### src/rtl/psg_ws_pkg.sv
package psg_ws_pkg;

  localparam int unsigned STALL_W = 3;

  // Charge rule: a new instruction, the write half of a read-modify-write,
  // or a block-move access whose number within the instruction is a
  // multiple of four.
  function automatic logic charge_due(input logic first_acc,
                                      input logic blk,
                                      input logic rmw_wr,
                                      input logic [1:0] idx_lo);
    return first_acc | rmw_wr | (blk & (idx_lo == 2'b00));
  endfunction

endpackage

### src/rtl/ws_insn_tracker.sv
module ws_insn_tracker #(
  parameter int unsigned TAG_W = 4,
  parameter int unsigned IDX_W = 5
) (
  input  logic             clk,
  input  logic             rst_n,
  input  logic             take,
  input  logic [TAG_W-1:0] tag,
  output logic             first_acc,
  output logic [IDX_W-1:0] idx
);

  logic [TAG_W-1:0] tag_q;
  logic             seen_q;
  logic [IDX_W-1:0] idx_q;

  assign first_acc = !seen_q || (tag != tag_q);
  assign idx       = first_acc ? '0 : idx_q;

  always_ff @(posedge clk) begin
    if (!rst_n) begin
      tag_q  <= '0;
      seen_q <= 1'b0;
      idx_q  <= '0;
    end else if (take) begin
      tag_q  <= tag;
      seen_q <= 1'b1;
      idx_q  <= idx + 1'b1;
    end
  end

endmodule

### src/rtl/ws_charge_unit.sv
module ws_charge_unit
  import psg_ws_pkg::*;
#(
  parameter int unsigned IDX_W    = 5,
  parameter int unsigned WAIT_CYC = 4
) (
  input  logic               take,
  input  logic               first_acc,
  input  logic               blk,
  input  logic               rmw_wr,
  input  logic [IDX_W-1:0]   idx,
  output logic               req,
  output logic [STALL_W-1:0] cycles
);

  localparam logic [STALL_W-1:0] WAIT_V = STALL_W'(WAIT_CYC);

  assign req    = take && charge_due(first_acc, blk, rmw_wr, idx[1:0]);
  assign cycles = req ? WAIT_V : '0;

endmodule

### src/rtl/psg_wait_gen.sv
module psg_wait_gen
  import psg_ws_pkg::*;
#(
  parameter int unsigned TAG_W    = 4,
  parameter int unsigned IDX_W    = 5,
  parameter int unsigned WAIT_CYC = 4
) (
  input  logic             clk,
  input  logic             rst_n,
  input  logic             acc_valid,
  input  logic             acc_ignored,
  input  logic [TAG_W-1:0] acc_tag,
  input  logic             acc_blk,
  input  logic             acc_rmw_wr,
  output logic             stall_req,
  output logic [2:0]       stall_cycles
);

  logic             take;
  logic             first_acc;
  logic [IDX_W-1:0] acc_idx;

  assign take = acc_valid && !acc_ignored;

  ws_insn_tracker #(.TAG_W(TAG_W), .IDX_W(IDX_W)) u_track (
    .clk(clk), .rst_n(rst_n), .take(take), .tag(acc_tag),
    .first_acc(first_acc), .idx(acc_idx)
  );

  ws_charge_unit #(.IDX_W(IDX_W), .WAIT_CYC(WAIT_CYC)) u_charge (
    .take(take), .first_acc(first_acc), .blk(acc_blk), .rmw_wr(acc_rmw_wr),
    .idx(acc_idx), .req(stall_req), .cycles(stall_cycles)
  );

endmodule

### config.mk
export PLATFORM = sky130hd
export DESIGN_NAME = psg_wait_gen
export DESIGN_NICKNAME = d
export VERILOG_FILES = /design/src/rtl/psg_ws_pkg.sv /design/src/rtl/ws_insn_tracker.sv /design/src/rtl/ws_charge_unit.sv /design/src/rtl/psg_wait_gen.sv
export SDC_FILE = /design/constraint.sdc
export NUM_CORES = 1
export LEC_CHECK = 0
export ABC_AREA = 1
export BUFFER_PORTS_ARGS = -buffer_cell sky130_fd_sc_hd__buf_2
export CORE_MARGIN = 2
export CORE_UTILIZATION = 46
export CTS_CLUSTER_DIAMETER = 150
export DETAILED_ROUTE_END_ITERATION = 10
export PLACE_DENSITY = 0.72
export SYNTH_ARGS = -nofsm -noshare
export SYNTH_HDL_FRONTEND = slang
export SYNTH_HIERARCHICAL = 1
export SYNTH_SLANG_ARGS = --single-unit
### constraint.sdc
create_clock -name clk -period 1.7 [get_ports clk]
set_clock_uncertainty 0.1 [all_clocks]
set_input_delay 0.34 -clock clk [delete_from_list [all_inputs] [get_ports clk]]
set_output_delay 0.34 -clock clk [all_outputs]
set_load 0.02 [all_outputs]
==> results of run 1 <==
==> results.sh, run 1 <==
export IMPL_status="stopped before the end"
export IMPL_haltStage="2_4_floorplan_pdn"
export IMPL_firstError="[ERROR PDN-0185] Insufficient width (27.20 um) to add straps on layer met5 in grid \"grid\" with total strap width 15.2 um and offset 13.6 um."
export IMPL_die_h_um=34.5
export IMPL_floorplan_rows=10
export IMPL_syn_cell_area_um2=427
export IMPL_avgSynthCellArea_um2=7.11
export IMPL_initial_core_util_pct=52.5
export IMPL_synthCells=60
export IMPL_yosysWarnings=6
export IMPL_fp_dieW_um=34.5
==> run 2, diff against run 1 <==
- CORE_AREA: not set -> 2 2 63 65
- CORE_MARGIN: 2 -> not set
- CORE_UTILIZATION: 46 -> not set
- CTS_CLUSTER_DIAMETER: 150 -> not set
- DIE_AREA: not set -> 0 0 65 67
- PLACE_DENSITY: 0.72 -> not set
- PLACE_DENSITY_LB_ADDON: not set -> 0.15
- clock period: 1.7 -> 2.2 ns (I/O delays scaled with it)
==> run 2 against run 1 <==
The flow now finishes without violations. Area after synthesis unchanged. Synthesized cell count unchanged.
==> results.sh, run 2 <==
export IMPL_status="complete, no violations"
export IMPL_dieArea_um2=4360
export IMPL_ant_nets=0
export IMPL_arrival_ns=1.43
export IMPL_wl_met3_um=47
export IMPL_drt_met1_wl_um=381
export IMPL_cp_depth=10
export IMPL_finalInstanceArea_um2=561
export IMPL_regArea_um2=140
export IMPL_clkLatencyLatePin_ns=0.23
export IMPL_antenna_found_initial=0
export IMPL_cts_hold_buffers=0
export IMPL_r2r_slack_ns=0.64
export IMPL_area_growth_pct=31.4
export IMPL_multi_input_comb_area_um2=208
export IMPL_largest_register="u_track/tag_q"
export IMPL_avgRoutedWirePerCell_um=7.12
export IMPL_hold_slack_ns=0.351
export IMPL_r2r_start="u_track/tag_q[1]"
export IMPL_endpoint_kind="primary output"
export IMPL_n_antenna_cell=0
export IMPL_power_total_uw=377
export IMPL_fin_crit_ns=1.97
export IMPL_tritoncts="built"
export IMPL_place_area_um2=515
export IMPL_track_usage_pct=4.74
export IMPL_avgSynthCellArea_um2=7.11
export IMPL_floorplan_rows=22
export IMPL_fp_dieW_um=65
export IMPL_cap_violations=0
export IMPL_r2r_cells=9
export IMPL_drive_gt1_share_pct=30.6
export IMPL_hp_start="u_track/seen_q"
export IMPL_dr_total_vias=358
export IMPL_first_pass_iters=4
export IMPL_port_buffers=11
export IMPL_routed_wl_um=854
export IMPL_place_hpwl_um=681
export IMPL_path_cells="inv_1 > nand2_1 > o21ai_0 > inv_1 > nand3_4 > nor2_1 > nor2_1 > nand2_1 > a21oi_1 > buf_2"
export IMPL_final_common_cell="inv_1"
export IMPL_syn_cell_area_um2=427
export IMPL_rsz0062_at_grt="no"
export IMPL_clkSlewWorstSetupHoldPaths_ns=0.04
export IMPL_critPathTopFamily="simple AND/OR/NAND/NOR gates"
export IMPL_p_per_area_nw_per_um2=673
export IMPL_die_h_um=67
export IMPL_largest_reg_flops=4
export IMPL_fillers=413
export IMPL_largestRegisters="u_track/tag_q: 4 flops, u_track/idx_q: 2 flops, u_track/seen_q: 1 flops"
export IMPL_setup_violations=0
export IMPL_fin_setup_tns_ns=0
export IMPL_route_detailed_drc=0
export IMPL_wl_met2_um=425
export IMPL_final_cell_mix="inv_1, buf_2"
export IMPL_grt_pass1_vias=322
export IMPL_cts_root_buffer_cell="clkbuf_8"
export IMPL_cp_num_buf_inv=3
export IMPL_drt_iter0_markers=14
export IMPL_viasPerCell=2.98
export IMPL_cp_slowest_stage_delay_ns=0.34
export IMPL_grt_pass1_wl_mm=1.44
export IMPL_initial_core_util_pct=11.8
export IMPL_fin_crit_sh_pct=89.3
export IMPL_postCtsSetupBuffers=0
export IMPL_cts_resized_gates=0
export IMPL_slew_viol_final=0
export IMPL_cts_sinks=7
export IMPL_worstSetupStartpointType="flip-flop"
export IMPL_fin_nets=84
export IMPL_clockBufferDepth=2
export IMPL_slowest_stage="dfxtp_1"
export IMPL_critPathMaxFanout=3
export IMPL_vdd_ir_drop_max_mv=0.246
export IMPL_hold_end="u_track/seen_q"
export IMPL_worstReg2RegEnd="u_track/idx_q[1]"
export IMPL_p_leak_uw=0.000257
export IMPL_ioPinCount=14
export IMPL_htreeDepth=1
export IMPL_hp_class="flip-flop to flip-flop"
export IMPL_place_gp_congestion=0.668
export IMPL_grt_max_degree=11
export IMPL_hold_viol=0
export IMPL_yosysWarnings=6
export IMPL_numCtsBuffers=3
export IMPL_top_layer="met3"
export IMPL_core_um2=3610
export IMPL_crit_type="flip-flop to primary output"
export IMPL_fmax_mhz=509
export IMPL_grt_overflow=0
export IMPL_cp_data_required_time_ns=1.66
export IMPL_hold_depth=1
export IMPL_synthCells=60
run 2: worst max-delay path by stage:
stage                          start              end
floorplan                 acc_tag[0]  stall_cycles[2]
global placement          acc_tag[0]  stall_cycles[2]
detailed placement        acc_tag[0]  stall_cycles[2]
CTS                 u_track/tag_q[1]  stall_cycles[2]
global route        u_track/tag_q[1]        stall_req
finish              u_track/tag_q[1]  stall_cycles[2]
run 2: metal layers:
metal	vias to the layer above	GRT usage [%]
li1	201	-
met1	149	5.04
met2	8	7.09
met3	0	2.70
met4	0	3.19
met5	-	0
run 2: power breakdown:
part / internal [uW] / total (uW) / switching [uW]
combinational: 20.9 / 54.4 / 33.4
clock: 126 / 183 / 57.0
sequential: 136 / 140 / 4.34
run 2: metrics by stage:
step / util (%) / setup slack (ns) / instances
finish: 15.5 / 0.235 / 120
global route: 15.5 / 0.0528 / 120
CTS: 15.5 / 0.209 / 120
detailed placement: 14.3 / 0.228 / 116
global placement: 14.3 / 0.242 / 116
floorplan: - / 0.0808 / 61
run 2: area by class of cell:
class / count / area share (%)
inverters: 12 / 8.04
clock buffers: 4 / 8.04
flip-flops and latches: 7 / 25.0
repair buffers: 12 / 11.2
multi-input cells: 37 / 37.1
well taps: 48 / 10.7
No activity file was read; power rests on OpenSTA's default activity.
==> run 3, diff against run 2 <==
- CTS_BUF_LIST: not set -> sky130_fd_sc_hd__clkbuf_4 sky130_fd_sc_hd__clkbuf_8
==> run 3 against run 2 <==
Global-route usage stayed put. Power is 3.1% higher. First-iteration DRC count is 14% higher. Utilization is 0.10 points higher. Non-clock buffer count stayed put. Flip-flop and latch count stayed put. Critical endpoint unchanged. Worst setup slack hardly changed. Wire length is 0.23% lower.
==> results.sh, run 3 (same netlist as run 2, synthesis figures left out) <==
export IMPL_cts_resized_gates=0
export IMPL_clkLatencyLatePin_ns=0.23
export IMPL_cp_slowest_stage_delay_ns=0.34
export IMPL_r2r_start="u_track/tag_q[1]"
export IMPL_place_gp_congestion=0.668
export IMPL_routed_wl_um=852
export IMPL_critPathMaxFanout=3
export IMPL_hold_viol=0
export IMPL_core_um2=3610
export IMPL_avgRoutedWirePerCell_um=7.10
export IMPL_cts_sinks=7
export IMPL_critPathTopFamily="simple AND/OR/NAND/NOR gates"
export IMPL_r2r_cells=9
export IMPL_viasPerCell=3.01
export IMPL_cap_violations=0
export IMPL_port_buffers=11
export IMPL_status="complete, no violations"
export IMPL_finalInstanceArea_um2=564
export IMPL_ioPinCount=14
export IMPL_largestRegisters="u_track/tag_q: 4 flops, u_track/idx_q: 2 flops, u_track/seen_q: 1 flops"
export IMPL_initial_core_util_pct=11.8
export IMPL_grt_pass1_vias=327
export IMPL_grt_overflow=0
export IMPL_grt_pass1_wl_mm=1.46
export IMPL_numCtsBuffers=3
export IMPL_fin_crit_ns=1.97
export IMPL_grt_max_degree=11
export IMPL_fp_dieW_um=65
export IMPL_clockBufferDepth=2
export IMPL_clkSlewWorstSetupHoldPaths_ns=0.04
export IMPL_slew_viol_final=0
export IMPL_postCtsSetupBuffers=0
export IMPL_dieArea_um2=4360
export IMPL_cts_hold_buffers=0
export IMPL_tritoncts="built"
export IMPL_ant_nets=0
export IMPL_rsz0062_at_grt="no"
export IMPL_p_per_area_nw_per_um2=689
export IMPL_r2r_slack_ns=0.64
export IMPL_crit_type="flip-flop to primary output"
export IMPL_die_h_um=67
export IMPL_path_cells="inv_1 > nand2_1 > o21ai_0 > inv_1 > nand3_4 > nor2_1 > nor2_1 > nand2_1 > a21oi_1 > buf_2"
export IMPL_drive_gt1_share_pct=31.9
export IMPL_first_pass_iters=4
export IMPL_hp_start="u_track/seen_q"
export IMPL_largest_reg_flops=4
export IMPL_cp_data_required_time_ns=1.66
export IMPL_antenna_found_initial=0
export IMPL_hp_class="flip-flop to flip-flop"
export IMPL_dr_total_vias=361
export IMPL_regArea_um2=140
export IMPL_place_area_um2=515
export IMPL_htreeDepth=1
export IMPL_worstReg2RegEnd="u_track/idx_q[1]"
export IMPL_place_hpwl_um=681
export IMPL_fin_setup_tns_ns=0
export IMPL_vdd_ir_drop_max_mv=0.196
export IMPL_hold_end="u_track/seen_q"
export IMPL_p_leak_uw=0.000260
export IMPL_floorplan_rows=22
export IMPL_track_usage_pct=4.74
export IMPL_multi_input_comb_area_um2=208
export IMPL_hold_depth=1
export IMPL_endpoint_kind="primary output"
export IMPL_final_common_cell="inv_1"
export IMPL_worstSetupStartpointType="flip-flop"
export IMPL_fillers=415
export IMPL_final_cell_mix="inv_1, buf_2"
export IMPL_drt_iter0_markers=16
export IMPL_fin_crit_sh_pct=89.3
export IMPL_area_growth_pct=32.3
export IMPL_fmax_mhz=509
export IMPL_fin_nets=84
export IMPL_cp_num_buf_inv=3
export IMPL_setup_violations=0
export IMPL_n_antenna_cell=0
export IMPL_slowest_stage="dfxtp_1"
export IMPL_cts_root_buffer_cell="clkbuf_8"
export IMPL_arrival_ns=1.43
export IMPL_largest_register="u_track/tag_q"
export IMPL_route_detailed_drc=0
[run 3: power breakdown]
part / internal [uW] / total, uW / switching (uW)
combinational: 20.9 / 54.4 / 33.4
sequential: 136 / 140 / 4.34
clock: 138 / 194 / 56.6
total: 295 / 389 / 94.4
[run 3: per-layer routing]
metal / global-route usage (%) / routed length (um)
met5: 0 / 0
met4: 3.19 / 7
met3: 2.70 / 55
met2: 7.09 / 414
met1: 5.04 / 375
[run 3: how the worst max path moves through the flow]
| stage | startpoint | to | slack [ns] | cells after the start |
|---|---|---|---|---|
| finish | u_track/tag_q[1] | stall_cycles[2] | 0.23 | 10 |
| global route | u_track/tag_q[1] | stall_req | 0.05 | 10 |
| CTS | u_track/tag_q[1] | stall_cycles[2] | 0.21 | 10 |
| detailed placement | acc_tag[0] | stall_cycles[2] | 0.23 | 10 |
| global placement | acc_tag[0] | stall_cycles[2] | 0.24 | 10 |
| floorplan | acc_tag[0] | stall_cycles[2] | 0.08 | 9 |
[run 3: cell type report]
type / count / area share, %
Clock buffer: 4 / 8.65
Inverter: 12 / 7.98
Multi-Input combinational cell: 37 / 36.8
Sequential cell: 7 / 24.8
Tap cell: 48 / 10.6
Timing Repair Buffer: 12 / 11.1
[run 3: stage by stage]
step	util, %	hold WS, ns	total power [uW]	instances	worst slack, ns
floorplan	-	0.328	185	61	0.0808
global placement	14.3	0.339	198	116	0.242
detailed placement	14.3	0.346	198	116	0.228
CTS	15.6	0.356	399	120	0.211
global route	15.6	0.377	418	120	0.0523
finish	15.6	0.350	389	120	0.235
==> run 4, diff against run 3 <==
- clock period: 2.2 -> 1.8 ns (I/O delays scaled with it)
==> run 4 against run 3 <==
The run now ends with negative setup slack left. Utilization grew 1.9 points. Via count increased by 4.7%. Clock power increased by 21%. Global-route usage rose by 0.22 points. Critical path type unchanged. Wire length is 7.2% higher. Hold slack got worse by 0.041 ns.
==> results.sh, run 4 (same netlist as run 2, synthesis figures left out) <==
export IMPL_port_buffers=11
export IMPL_cts_root_buffer_cell="clkbuf_8"
export IMPL_fillers=422
export IMPL_fp_dieW_um=65
export IMPL_worstSetupStartpointType="flip-flop"
export IMPL_p_int_uw=367
export IMPL_hp_class="input port to flip-flop"
export IMPL_placedCellCount=118
export IMPL_seq_power_share_pct=35.6
export IMPL_ant_nets=0
export IMPL_floorplan_rows=22
export IMPL_grt_max_degree=11
export IMPL_largestRegisters="u_track/tag_q: 4 flops, u_track/idx_q: 2 flops, u_track/seen_q: 1 flops"
export IMPL_route_detailed_drc=0
export IMPL_die_h_um=67
export IMPL_cts_sinks=7
export IMPL_dieArea_um2=4360
export IMPL_numCtsBuffers=3
export IMPL_cap_violations=0
export IMPL_dr_total_vias=378
export IMPL_ioPinCount=14
export IMPL_fin_crit_sh_pct=102
export IMPL_fin_crit_ns=1.84
export IMPL_slew_viol_final=0
export IMPL_p_leak_uw=0.000277
export IMPL_status="complete, but fails checks"
export IMPL_largest_register="u_track/tag_q"
export IMPL_place_gp_congestion=0.649
export IMPL_fin_ws_ns=-0.0442
export IMPL_dp_slack_ns=-0.0225
export IMPL_avgRoutedWirePerCell_um=7.48
export IMPL_cp_data_required_time_ns=1.34
export IMPL_crit_type="flip-flop to primary output"
export IMPL_antenna_found_initial=0
export IMPL_arrival_ns=1.38
export IMPL_power_total_uw=486
export IMPL_largest_reg_flops=4
export IMPL_track_usage_pct=4.95
export IMPL_n_antenna_cell=0
export IMPL_htreeDepth=1
export IMPL_fin_cells=122
export IMPL_cts_hold_buffers=0
export IMPL_fmax_mhz=542
export IMPL_routed_wl_um=913
export IMPL_viasPerCell=3.10
export IMPL_grt_pass1_vias=346
export IMPL_endpoint_kind="primary output"
export IMPL_final_cell_mix="inv_1, buf_2, nand2_2, o21ai_0, a21oi_1"
export IMPL_fin_nets=86
export IMPL_p_comb_share_pct=16.1
export IMPL_tritoncts="built"
export IMPL_clkLatencyLatePin_ns=0.22
export IMPL_final_common_cell="inv_1"
export IMPL_first_pass_iters=3
export IMPL_hold_viol=0
export IMPL_area_growth_pct=48.1
export IMPL_initial_core_util_pct=11.8
export IMPL_critPathMaxFanout=3
export IMPL_clkPwrFrac_pct=48.3
export IMPL_swShare_pct=24.6
export IMPL_core_um2=3610
export IMPL_postCtsSetupBuffers=0
export IMPL_clkSlewWorstSetupHoldPaths_ns=0.04
export IMPL_final_util_pct=17.5
export IMPL_drt_iter0_markers=22
export IMPL_place_hpwl_um=719
export IMPL_p_per_area_nw_per_um2=770
export IMPL_grt_pass1_wl_mm=1.53
export IMPL_vdd_ir_drop_max_mv=0.192
export IMPL_rsz0062_at_grt="yes"
export IMPL_grt_overflow=0
export IMPL_clockBufferDepth=2
export IMPL_drive_gt1_share_pct=50.0
export IMPL_switchingPower_uw=120
export IMPL_setup_violations=2
export IMPL_violations="negative setup slack"
[run 4: changes by cell type in the layout (fill, tap and decap cells not counted), moves of 2 or more]
cell     previous run  this run
nand2_2             3         6
inv_1              12        10
nor2_1              5         2
dfxtp_1             7         4
dfxtp_2             0         3
buf_4               1         3
buf_6               0         2
nor2_4              2         4
inv_2               0         2
nand2_1             7         4
buf_2              11         9
[run 4: layer usage]
metal  routed length [um]  track usage [%]  up-vias
met5                    0                0        -
met4                    4             1.60        0
met3                   71             3.55        2
met2                  396             6.70        8
met1                  441             6.05      163
li1                     -                -      205
[run 4: path summary, 6_finish.rpt]
path	startpoint	to	slack (ns)	depth (start not counted)
min	acc_tag[1]	u_track/tag_q[1]	0.31	3
min reg2reg	u_track/seen_q	u_track/seen_q	0.37	1
max reg2reg	u_track/tag_q[3]	u_track/idx_q[1]	0.25	10
max	u_track/tag_q[0]	stall_cycles[2]	-0.04	9
[run 4: what timing repair did]
action                     4_1_cts  5_1_grt
setup endpoints to repair        2        2
pin swaps                        1        5
gates cloned                     0        0
hold endpoints to repair         0        0
resized for setup               11        7
[run 4: power groups by stage]
stage / Combinational, uW / Clock, uW / Sequential, uW
detailed placement: 70.6 / 0 / 174
finish: 78.1 / 235 / 173
global route: 88.3 / 260 / 174
floorplan: 56.2 / 0 / 173
CTS: 75.9 / 244 / 172
global placement: 69.8 / 0 / 173
[run 4: critical path: stages (launching register included)]
cell and delay [ns]:
dfxtp_1 0.37, nand2_2 0.07, nand2_2 0.07, nor2_4 0.04, nand3_4 0.10, nor2_4 0.04, nor2_1 0.09, nand2_1 0.09
a21oi_4 0.15, buf_6 0.13
[run 4: through the flow]
stage	hold WS, ns	setup TNS (ns)	cell area, um^2
6_report	0.309	-0.0881	632
5_1_grt	0.320	-0.287	632
4_1_cts	0.299	-0.162	613
3_5_place_dp	0.342	-0.0444	542
3_3_place_gp	0.338	-0.0366	542
2_1_floorplan	0.328	0	442
[run 4: cell type report]
cell class / count / area, um^2 / area share [%]
multi-input combinational: 37 / 244 / 38.6
sequential: 7 / 144 / 22.8
timing repair buffer: 14 / 90.1 / 14.3
tap: 48 / 60.1 / 9.50
clock buffer: 4 / 48.8 / 7.72
inverter: 12 / 45.0 / 7.13
